### src/rtl/blkmap_pkg.sv
package blkmap_pkg;
  // strobes from control to datapath
  typedef struct packed {
    logic capture;   // latch the incoming request, a stall follows
    logic fire;      // execute the operation this cycle
    logic useHeld;   // operate on the latched request
    logic grantNow;  // a granted block number is present this cycle
  } xlatStrobe_t;

  typedef enum logic {
    ST_IDLE  = 1'b0,
    ST_STALL = 1'b1
  } xlatState_t;
endpackage

### src/rtl/blkmap_ctrl.sv
module blkmap_ctrl
  import blkmap_pkg::*;
(
  input  logic        clk,
  input  logic        rstN,
  input  logic        reqValid,
  input  logic        needBlk,
  input  logic        blkGrant,
  output logic        reqReady,
  output logic        blkReq,
  output xlatStrobe_t strobe
);
  xlatState_t state, stateNext;

  always_ff @(posedge clk) begin
    if (!rstN) state <= ST_IDLE;
    else       state <= stateNext;
  end

  always_comb begin
    strobe    = '0;
    stateNext = state;
    unique case (state)
      ST_IDLE: begin
        if (reqValid) begin
          if (needBlk) begin
            strobe.capture = 1'b1;
            stateNext      = ST_STALL;
          end else begin
            strobe.fire = 1'b1;
          end
        end
      end
      ST_STALL: begin
        strobe.useHeld = 1'b1;
        if (blkGrant) begin
          strobe.fire     = 1'b1;
          strobe.grantNow = 1'b1;
          stateNext       = ST_IDLE;
        end
      end
      default: stateNext = ST_IDLE;
    endcase
  end

  assign reqReady = (state == ST_IDLE);
  assign blkReq   = (state == ST_STALL);


  blk_req_hold_chk: assert property (@(posedge clk) disable iff (!rstN)
    blkReq && !blkGrant |=> blkReq);

  grant_release_chk: assert property (@(posedge clk) disable iff (!rstN)
    blkReq && blkGrant |=> !blkReq && reqReady);

  stall_ready_chk: assert property (@(posedge clk) disable iff (!rstN)
    blkReq |-> !reqReady);
endmodule

### src/rtl/blkmap_dpath.sv
module blkmap_dpath
  import blkmap_pkg::*;
#(
  parameter int NV    = 8,
  parameter int PPB   = 8,
  parameter int NPB   = 32,
  localparam int OFF_W  = $clog2(PPB),
  localparam int VBA_W  = (NV > 1) ? $clog2(NV) : 1,
  localparam int LPA_W  = OFF_W + VBA_W,
  localparam int PB_W   = $clog2(NPB),
  localparam int FILL_W = $clog2(PPB + 1)
)(
  input  logic             clk,
  input  logic             rstN,
  input  xlatStrobe_t      strobe,
  input  logic             reqWrite,
  input  logic [LPA_W-1:0] reqLpa,
  input  logic [PB_W-1:0]  blkGrantNum,
  output logic             needBlk,
  output logic             rspValid,
  output logic             rspUnmapped,
  output logic             rspFull,
  output logic [PB_W-1:0]  rspBlk,
  output logic [OFF_W-1:0] rspPage
);
  // mapping tables
  logic [PB_W-1:0]   homeBlk  [NV];
  logic              homeVal  [NV];
  logic [PB_W-1:0]   ovfBlk   [NV];
  logic              ovfVal   [NV];
  logic [FILL_W-1:0] fillCnt  [NV];
  logic [PPB-1:0]    pageUsed [NV];
  logic [OFF_W-1:0]  tagMem   [NV][PPB];

  // latched request for stalls
  logic             heldWrite;
  logic [LPA_W-1:0] heldLpa;

  logic             opWrite;
  logic [LPA_W-1:0] opLpa;
  logic [VBA_W-1:0] vba;
  logic [OFF_W-1:0] off;

  assign opWrite = strobe.useHeld ? heldWrite : reqWrite;
  assign opLpa   = strobe.useHeld ? heldLpa   : reqLpa;
  assign vba     = opLpa[LPA_W-1:OFF_W];
  assign off     = opLpa[OFF_W-1:0];

  logic              curHomeVal, curOvfVal, curUsed;
  logic [PB_W-1:0]   curHome, curOvf;
  logic [FILL_W-1:0] curFill;

  assign curHomeVal = homeVal[vba];
  assign curHome    = homeBlk[vba];
  assign curOvfVal  = ovfVal[vba];
  assign curOvf     = ovfBlk[vba];
  assign curFill    = fillCnt[vba];
  assign curUsed    = pageUsed[vba][off];

  // write classification
  logic wrHome, wrOvf, wrFull;
  assign wrHome = opWrite && (!curHomeVal || !curUsed);
  assign wrOvf  = opWrite && curHomeVal && curUsed &&
                  (!curOvfVal || (curFill < FILL_W'(PPB)));
  assign wrFull = opWrite && curHomeVal && curUsed && curOvfVal &&
                  (curFill == FILL_W'(PPB));
  assign needBlk = opWrite && (!curHomeVal || (curUsed && !curOvfVal));

  logic [PB_W-1:0]  tgtHome, tgtOvf;
  logic [OFF_W-1:0] tgtOvfPage;
  assign tgtHome    = curHomeVal ? curHome : blkGrantNum;
  assign tgtOvf     = curOvfVal  ? curOvf  : blkGrantNum;
  assign tgtOvfPage = curOvfVal  ? curFill[OFF_W-1:0] : '0;

  // newest-first tag scan over the written overflow pages
  logic             hit;
  logic [OFF_W-1:0] hitIdx;
  always_comb begin
    hit    = 1'b0;
    hitIdx = '0;
    for (int i = 0; i < PPB; i++) begin
      if (curOvfVal && (FILL_W'(i) < curFill) && (tagMem[vba][i] == off)) begin
        hit    = 1'b1;
        hitIdx = OFF_W'(i);
      end
    end
  end

  always_ff @(posedge clk) begin
    if (!rstN) begin
      heldWrite <= 1'b0;
      heldLpa   <= '0;
    end else if (strobe.capture) begin
      heldWrite <= reqWrite;
      heldLpa   <= reqLpa;
    end
  end

  always_ff @(posedge clk) begin
    if (!rstN) begin
      rspValid    <= 1'b0;
      rspUnmapped <= 1'b0;
      rspFull     <= 1'b0;
      rspBlk      <= '0;
      rspPage     <= '0;
      for (int v = 0; v < NV; v++) begin
        homeBlk[v]  <= '0;
        homeVal[v]  <= 1'b0;
        ovfBlk[v]   <= '0;
        ovfVal[v]   <= 1'b0;
        fillCnt[v]  <= '0;
        pageUsed[v] <= '0;
        for (int p = 0; p < PPB; p++) tagMem[v][p] <= '0;
      end
    end else begin
      rspValid <= strobe.fire;
      if (strobe.fire) begin
        rspUnmapped <= 1'b0;
        rspFull     <= 1'b0;
        rspBlk      <= '0;
        rspPage     <= '0;
        if (opWrite) begin
          if (wrHome) begin
            homeBlk[vba]       <= tgtHome;
            homeVal[vba]       <= 1'b1;
            pageUsed[vba][off] <= 1'b1;
            rspBlk             <= tgtHome;
            rspPage            <= off;
          end else if (wrOvf) begin
            ovfBlk[vba]             <= tgtOvf;
            ovfVal[vba]             <= 1'b1;
            tagMem[vba][tgtOvfPage] <= off;
            fillCnt[vba]            <= (curOvfVal ? curFill : '0) + 1'b1;
            rspBlk                  <= tgtOvf;
            rspPage                 <= tgtOvfPage;
          end else if (wrFull) begin
            rspFull <= 1'b1;
          end
        end else begin
          if (hit) begin
            rspBlk  <= curOvf;
            rspPage <= hitIdx;
          end else if (curHomeVal && curUsed) begin
            rspBlk  <= curHome;
            rspPage <= off;
          end else begin
            rspUnmapped <= 1'b1;
          end
        end
      end
    end
  end


  rsp_source_chk: assert property (@(posedge clk) disable iff (!rstN)
    rspValid |-> $past(strobe.fire));

  status_excl_chk: assert property (@(posedge clk) disable iff (!rstN)
    $onehot0({rspUnmapped, rspFull}));

  first_ovf_page_chk: assert property (@(posedge clk) disable iff (!rstN)
    strobe.fire && strobe.grantNow && curHomeVal |=> rspPage == '0);

  generate
    for (genvar gv = 0; gv < NV; gv++) begin : g_fillChk

      fill_step_chk: assert property (@(posedge clk) disable iff (!rstN)
        (fillCnt[gv] == $past(fillCnt[gv])) ||
        (fillCnt[gv] == $past(fillCnt[gv]) + 1'b1));

      fill_bound_chk: assert property (@(posedge clk) disable iff (!rstN)
        fillCnt[gv] <= FILL_W'(PPB));
    end
  endgenerate
endmodule

### src/rtl/blkmap_xlat.sv
module blkmap_xlat
  import blkmap_pkg::*;
#(
  parameter int NV    = 8,
  parameter int PPB   = 8,
  parameter int NPB   = 32,
  localparam int OFF_W = $clog2(PPB),
  localparam int VBA_W = (NV > 1) ? $clog2(NV) : 1,
  localparam int LPA_W = OFF_W + VBA_W,
  localparam int PB_W  = $clog2(NPB)
)(
  input  logic             clk,
  input  logic             rstN,
  input  logic             reqValid,
  input  logic             reqWrite,
  input  logic [LPA_W-1:0] reqLpa,
  output logic             reqReady,
  output logic             blkReq,
  input  logic             blkGrant,
  input  logic [PB_W-1:0]  blkGrantNum,
  output logic             rspValid,
  output logic             rspUnmapped,
  output logic             rspFull,
  output logic [PB_W-1:0]  rspBlk,
  output logic [OFF_W-1:0] rspPage
);
  xlatStrobe_t strobe;
  logic        needBlk;

  blkmap_ctrl u_ctrl (
    .clk      (clk),
    .rstN     (rstN),
    .reqValid (reqValid),
    .needBlk  (needBlk),
    .blkGrant (blkGrant),
    .reqReady (reqReady),
    .blkReq   (blkReq),
    .strobe   (strobe)
  );

  blkmap_dpath #(.NV(NV), .PPB(PPB), .NPB(NPB)) u_dpath (
    .clk         (clk),
    .rstN        (rstN),
    .strobe      (strobe),
    .reqWrite    (reqWrite),
    .reqLpa      (reqLpa),
    .blkGrantNum (blkGrantNum),
    .needBlk     (needBlk),
    .rspValid    (rspValid),
    .rspUnmapped (rspUnmapped),
    .rspFull     (rspFull),
    .rspBlk      (rspBlk),
    .rspPage     (rspPage)
  );
endmodule

### config.mk
export PLATFORM = sky130hd
export DESIGN_NAME = blkmap_xlat
export DESIGN_NICKNAME = d
export VERILOG_FILES = /design/src/rtl/blkmap_pkg.sv /design/src/rtl/blkmap_ctrl.sv /design/src/rtl/blkmap_dpath.sv /design/src/rtl/blkmap_xlat.sv
export SDC_FILE = /design/constraint.sdc
export NUM_CORES = 1
export LEC_CHECK = 0
export ABC_AREA = 1
export BUFFER_PORTS_ARGS = -buffer_cell sky130_fd_sc_hd__buf_2
export CAP_MARGIN = 20
export CORE_UTILIZATION = 60
export CTS_CLUSTER_SIZE = 20
export DETAILED_ROUTE_END_ITERATION = 10
export GPL_TIMING_DRIVEN = 0
export PLACE_DENSITY = 0.74
export SYNTH_ARGS = -nofsm -noshare
export SYNTH_HDL_FRONTEND = slang
export SYNTH_SLANG_ARGS = --single-unit
### constraint.sdc
create_clock -name clk -period 3.6 [get_ports clk]
set_input_delay 0.36 -clock clk [delete_from_list [all_inputs] [get_ports clk]]
set_output_delay 0.36 -clock clk [all_outputs]
set_load 0.05 [all_outputs]
# Yosys cells after proc, flatten, opt, wreduce, memory -nomap -nowiden
# Memory sizes are Yosys's and may differ from the RTL's.
# Index checks and enable logic that the tools add are counted.
# totals
word_cells,169
inputBits,16
reg_bits,19
mem_bits_rw,384
memories,7
out_inout_bits,13
# op_classes
n_addsub,1
n_reduce_logical,40
muxes,89
magnitude_cmp,13
bitwise,2
eq_ne,9
# mem_list
name,words,width,rd,rd_ports_with_merged_regs,write_ports,line_no,source
u_dpath.tagMem,8,24,1,0,8,blkmap_dpath.sv:33,logic [OFF_W-1:0] tagMem [NV][PPB];
u_dpath.pageUsed,8,8,1,0,8,blkmap_dpath.sv:32,logic [PPB-1:0] pageUsed [NV];
u_dpath.homeBlk,8,5,1,0,8,blkmap_dpath.sv:27,logic [PB_W-1:0] homeBlk [NV];
u_dpath.ovfBlk,8,5,1,0,8,blkmap_dpath.sv:29,logic [PB_W-1:0] ovfBlk [NV];
u_dpath.fillCnt,8,4,1,0,8,blkmap_dpath.sv:31,logic [FILL_W-1:0] fillCnt [NV];
u_dpath.homeVal,8,1,1,0,8,blkmap_dpath.sv:28,logic homeVal [NV];
+1 memories,--,--,--,--,--,--,
# ops
operator,count
$mux W24,3
$mux W3,18
$mux W5,9
$mux W1,44
$logic_and A1 B1 Y1,27
$eq A3 B3 Y1,8
$mux W8,3
$reduce_or A24 Y1,1
$lt A3 B4 Y1 const A,4
$reduce_or A5 Y1,2
$demux W3 S3,1
$lt A1 B4 Y1 const A,2
$lt A2 B4 Y1 const A,2
$mux W2,4
$mux W4,2
$reduce_or A8 Y1,1
$mux W6,1
$add A4 B1 Y4 const B,1
$eq A4 B4 Y1 const B,1
$ge A4 B4 Y1 const B,1
$lt A3 B4 Y1 const B,1
$lt A4 B1 Y1 const B,1
$lt A4 B4 Y1 const B,1
$not A3 Y4,1
9 further kinds,15

# Longest topological paths before layout
# An unclocked memory read counts as a cell.
# depth
depth_word,17
ltp_mapped,24
depth_no_buf,22

# Hierarchy
# From an unflattened synthesis, not the netlist that was laid out.
# hier_totals
hier_cells,2438
hier_area_um2,19876.6
# modules_own_cells
mod,cells_each,area_each_um2,instances,seq_area_each_um2
blkmap_dpath,2425,19795.2,1,11090.6
blkmap_ctrl,13,81.3,1,20.0

# Worst setup path after synthesis
# No wires, ideal clock.
# synth_path
path_type,flip-flop to flip-flop
start,"register u_ctrl.state, in the netlist u_ctrl.blkReq"
end,"memory u_dpath.fillCnt[1][0] (netlist bit), enable pin"
slack_ps,56
arrival_ps,3209
setup_time_ps,334
n_path_buf,3
period_less_slack_ps,3544
t_required_ps,3266
path_stages_with_launch,24
path_cell_list,dfxtp_1 > inv_2 > nand2_1 > nand2_1 > buf_4 > buf_6 > nand2_1 > nand2_1 > nand2_1 > nand2_1 > nand2_1 > nand2_1 > nand2_1 > nand2_1 > nor2_2 > nand3_2 > nor2_2 > nand2_2 > inv_2 > nand3_4 > nor2_1 > inv_1 > buf_2 > nand2_1
# synth_lines
element,line_no,source
from (decl),blkmap_ctrl.sv:13,"xlatState_t state, stateNext;"
from (signal assigned),blkmap_ctrl.sv:17,else state <= stateNext;
to (decl),blkmap_dpath.sv:31,

==> flow_metrics.tcl <==
set metrics [dict create \
    synth.distinct_cells 38 \
    io-pin-count 29 \
    routed.top_layer "met4" \
    synth_compound_area_share_pct 6.97 \
    period_minus_slack_ns 3.49 \
    avgSynthCellArea_um2 8.31 \
    endpoint_kind "register" \
    totalPowerFinal_mw 11.5 \
    synthAdderAreaFrac_pct 0.0644 \
    drtIter0Drc 2772 \
    critPathCapture "u_dpath.homeBlk[0][3]" \
    clock_tree.root_cell "clkbuf_16" \
    numCtsBuffers 43 \
    rows 65 \
    seq_area_frac_synth_pct 57.2 \
    worst_pin_slew_ns 1.25 \
    area_growth_pct 14.1 \
    portBuffers 28 \
    synth-simple-area-share_pct 29.8 \
    status "completed" \
    pwr_density_cell_nw_per_um2 520 \
    finalWorstSetupSlack_ns 0.112 \
    place_congestion 1.00 \
    relSlewSlack_pct 16.6 \
    track_usage_pct 39.7 \
    arrival_ns 3.80 \
    muxShareOfSynthArea_pct 0 \
    clkTransAtPathRegs_ns 0.06 \
    rrSetupSlack_ns 0.11 \
    synthTopCellsByArea "edfxtp_1, nand2_1, dfxtp_1, nor2_1, o21ai_0" \
    crit_start "u_ctrl.blkReq" \
    synth_top_area_share_pct 47.0 \
    setup_viol 0 \
    grt_max_degree 14 \
    critical_path_class "register to register" \
    grt.overflow.total 0 \
    cts_tree "done" \
    slew_viol_final 0 \
    netlist_area_um2 19400 \
    fmax_ghz 0.287 \
    drt.antenna.violating_nets 0 \
    dp_worst_setup_slack_ns -0.931 \
    drive_above_1_share_pct 12.8 \
    initial_utilization_pct 61.3 \
    route.vias.total 17527 \
    totalWireLength_um 65500 \
    reg2reg_from "u_ctrl.blkReq" \
    hold_buffers 0 \
    die_width_um 182 \
    crit_path_start_kind "register" \
    synthCells 2338 \
    place_hpwl_um 43900 \
    yosysWarnings 0 \
    numClockSinks 403 \
    cts_buffer_depth 3 \
    via_per_inst 6.12 \
    worstPathRequired_ns 3.91 \
    route.met3.wl_um 8740 \
    finalCritPeriodShare_pct 96.9 \
    fin_worst_skew_ns 0.0217 \
    finalHoldViolations 0 \
    synth_seq_cells 403 \
    die_h_um 182 \
    antenna_found_initial 0 \
    wl_per_cell_um 22.9 \
    synth_area_leader_cell "edfxtp_1" \
    syn_nets 2355 \
    peakVddDrop_v 0.000415 \
    clock_latency_ns 0.57 \
    worstReg2RegEnd "u_dpath.homeBlk[0][3]" \
    core-area_um2 31700 \
    drc 0 \
    wl_met1_um 23900 \
    first_pass_iters 7 \
    synth_top_family_by_area "simple AND/OR/NAND/NOR gates" \
    power_leakage_nw 9.34 \
    antenna_cells 0 \
    r2r.worst_path.cells 12 \
    wl_met2_um 29400 \
    finish.utilization_pct 69.9 \
    htree_levels 2 \
    synth_xor_area_share_pct 0.225 \
    cp_max_fo 10 \
    die_area_um2 33100 \
    grt_pass1_wl_um 95900 \
    nets 2444 \
    hp-class "input pin to register" \
    drv_cap 0 \
    grt_pass1_vias 16365 \
]
## synthesized netlist by cell type, drive strengths merged
master / count
a21oi: 20
a221oi: 11
a22oi: 14
and2: 1
and3: 2
buf: 64
clkbuf: 65
clkinv: 1
dfxtp: 99
edfxtp: 304
ha: 1
inv: 134
nand2: 766
nand3: 114
nand3b: 5
nand4: 5
nor2: 482
nor3: 38
o211ai: 3
o21a: 5
o21ai: 192
o22ai: 4
or2: 3
xor2: 5
## report_power, final
group | leakage (nW) | switching, mW | internal (mW)
sequential | 3.94 | 0.0582 | 5.13
clock | 0.672 | 1.85 | 2.52
combinational | 4.73 | 1.50 | 0.471
## timing repair
action / 4_1_cts / 5_1_grt
gates resized for setup: 101 / 83
endpoints found under the setup margin: 698 / 604
pin swaps: 3 / 5
setup buffers: 7 / 3
endpoints found under the hold margin: 0 / 0
gates cloned: 1 / 0
## worst min-delay path by stage
stage,depth (start not counted),slack (ns),end,from
3_5_place_dp,2,0.43,u_dpath.ovfVal[3],u_dpath.ovfVal[3]
5_1_grt,3,0.11,u_ctrl.blkReq,blkGrant
4_1_cts,3,0.07,u_ctrl.blkReq,blkGrant
2_1_floorplan,2,0.42,u_dpath.pageUsed[0][2],u_dpath.pageUsed[0][2]
6_report,3,0.07,u_ctrl.blkReq,blkGrant
3_3_place_gp,2,0.42,u_dpath.pageUsed[0][5],u_dpath.pageUsed[0][5]
## cell families (layout without fill, tap and decap cells)
| kind of cell | after synthesis | in the layout |
|---|---|---|
| xor gates and xnor gates | 5 | 5 |
| AOI/OAI and AO/OA | 249 | 249 |
| buffers and inverters | 264 | 386 |
| and+or+nand+nor | 1416 | 1417 |
| adders and majority gates | 1 | 1 |
| DFF | 403 | 403 |
## critical path, cell delays in order, from the launching register on
cell,delay (ns)
dfxtp_4,0.38
inv_4,0.11
nand2_1,0.10
nand2_4,0.18
nor2_4,0.11
nand2_2,0.28
inv_1,0.29
buf_2,0.37
a22oi_1,0.26
nand4_1,0.20
o21ai_0,0.58
buf_2,0.30
nor2_1,0.06
## stage by stage
step / instance area [um^2] / hold WS (ns) / std cells / setup TNS [ns]
2_1_floorplan: 19400 / 0.416 / 2338 / 0
3_3_place_gp: 20100 / 0.423 / 2768 / -233.58
3_5_place_dp: 20100 / 0.433 / 2771 / -292.37
4_1_cts: 21900 / 0.0722 / 2858 / -0.370
5_1_grt: 22200 / 0.106 / 2863 / -0.0346
6_report: 22200 / 0.0727 / 2863 / 0
## layout by cell type (no fill, tap or decap), types with 4 or more instances in the layout
| master | Yosys | final |
|---|---|---|
| a22oi_1 | 14 | 14 |
| clkbuf_16 | 0 | 45 |
| clkinv_2 | 0 | 7 |
| dfxtp_1 | 99 | 98 |
| o22ai_1 | 4 | 4 |
| clkbuf_1 | 65 | 65 |
| nand3_1 | 91 | 87 |
| buf_4 | 8 | 18 |
| edfxtp_1 | 304 | 304 |
| inv_4 | 0 | 4 |
| nand2_8 | 0 | 6 |
| a221oi_1 | 11 | 11 |
| o21a_1 | 5 | 5 |
| buf_2 | 47 | 58 |
| nand2_4 | 2 | 14 |
| nor2_4 | 2 | 13 |
| nand3b_1 | 5 | 5 |
| clkbuf_2 | 0 | 11 |
| o21ai_4 | 0 | 6 |
| clkinv_1 | 1 | 5 |
| xor2_1 | 5 | 4 |
| nand2_2 | 12 | 36 |
| a21oi_1 | 20 | 20 |
| clkbuf_4 | 0 | 19 |
| buf_6 | 5 | 9 |
| nor2_1 | 471 | 456 |
| nor3_1 | 37 | 37 |
| clkbuf_8 | 0 | 4 |
| inv_1 | 123 | 122 |
| nand2_1 | 752 | 710 |
| nand4_1 | 5 | 5 |
| nor2_2 | 7 | 11 |
| nand3_2 | 22 | 26 |
| o21ai_0 | 171 | 166 |
| inv_2 | 11 | 8 |
| o21ai_1 | 19 | 18 |
## area by class of cell
cell class | count | area [um^2]
Clock inverter | 14 | 119
Inverter | 135 | 517
Fill cell | 2599 | 9550
Timing Repair Buffer | 43 | 285
Multi-Input combinational cell | 1672 | 7660
Buffer | 129 | 726
Clock buffer | 65 | 1240
Tap cell | 402 | 503
Sequential cell | 403 | 11100
## per-layer routing
layer,up-vias,global-route usage (%)
li1,7792,-
met2,1285,61.9
met3,249,9.91
met1,8201,51.2
met4,0,21.1
met5,-,0
## state kept, by name (all words and copies together), names as in the netlist
name,flops
u_dpath.rspValid,1
u_dpath.ovfVal,8
u_dpath.rspPage,3
u_dpath.homeVal,8
u_dpath.homeBlk,40
u_dpath.fillCnt,32
u_dpath.pageUsed,64
u_dpath.rspBlk,5
u_dpath.heldWrite,1
u_dpath.ovfBlk,40
u_dpath.rspUnmapped,1
u_dpath.heldLpa,6
u_ctrl.blkReq,1
u_dpath.tagMem,192
u_dpath.rspFull,1
No activity file was read; power rests on OpenSTA's default activity.
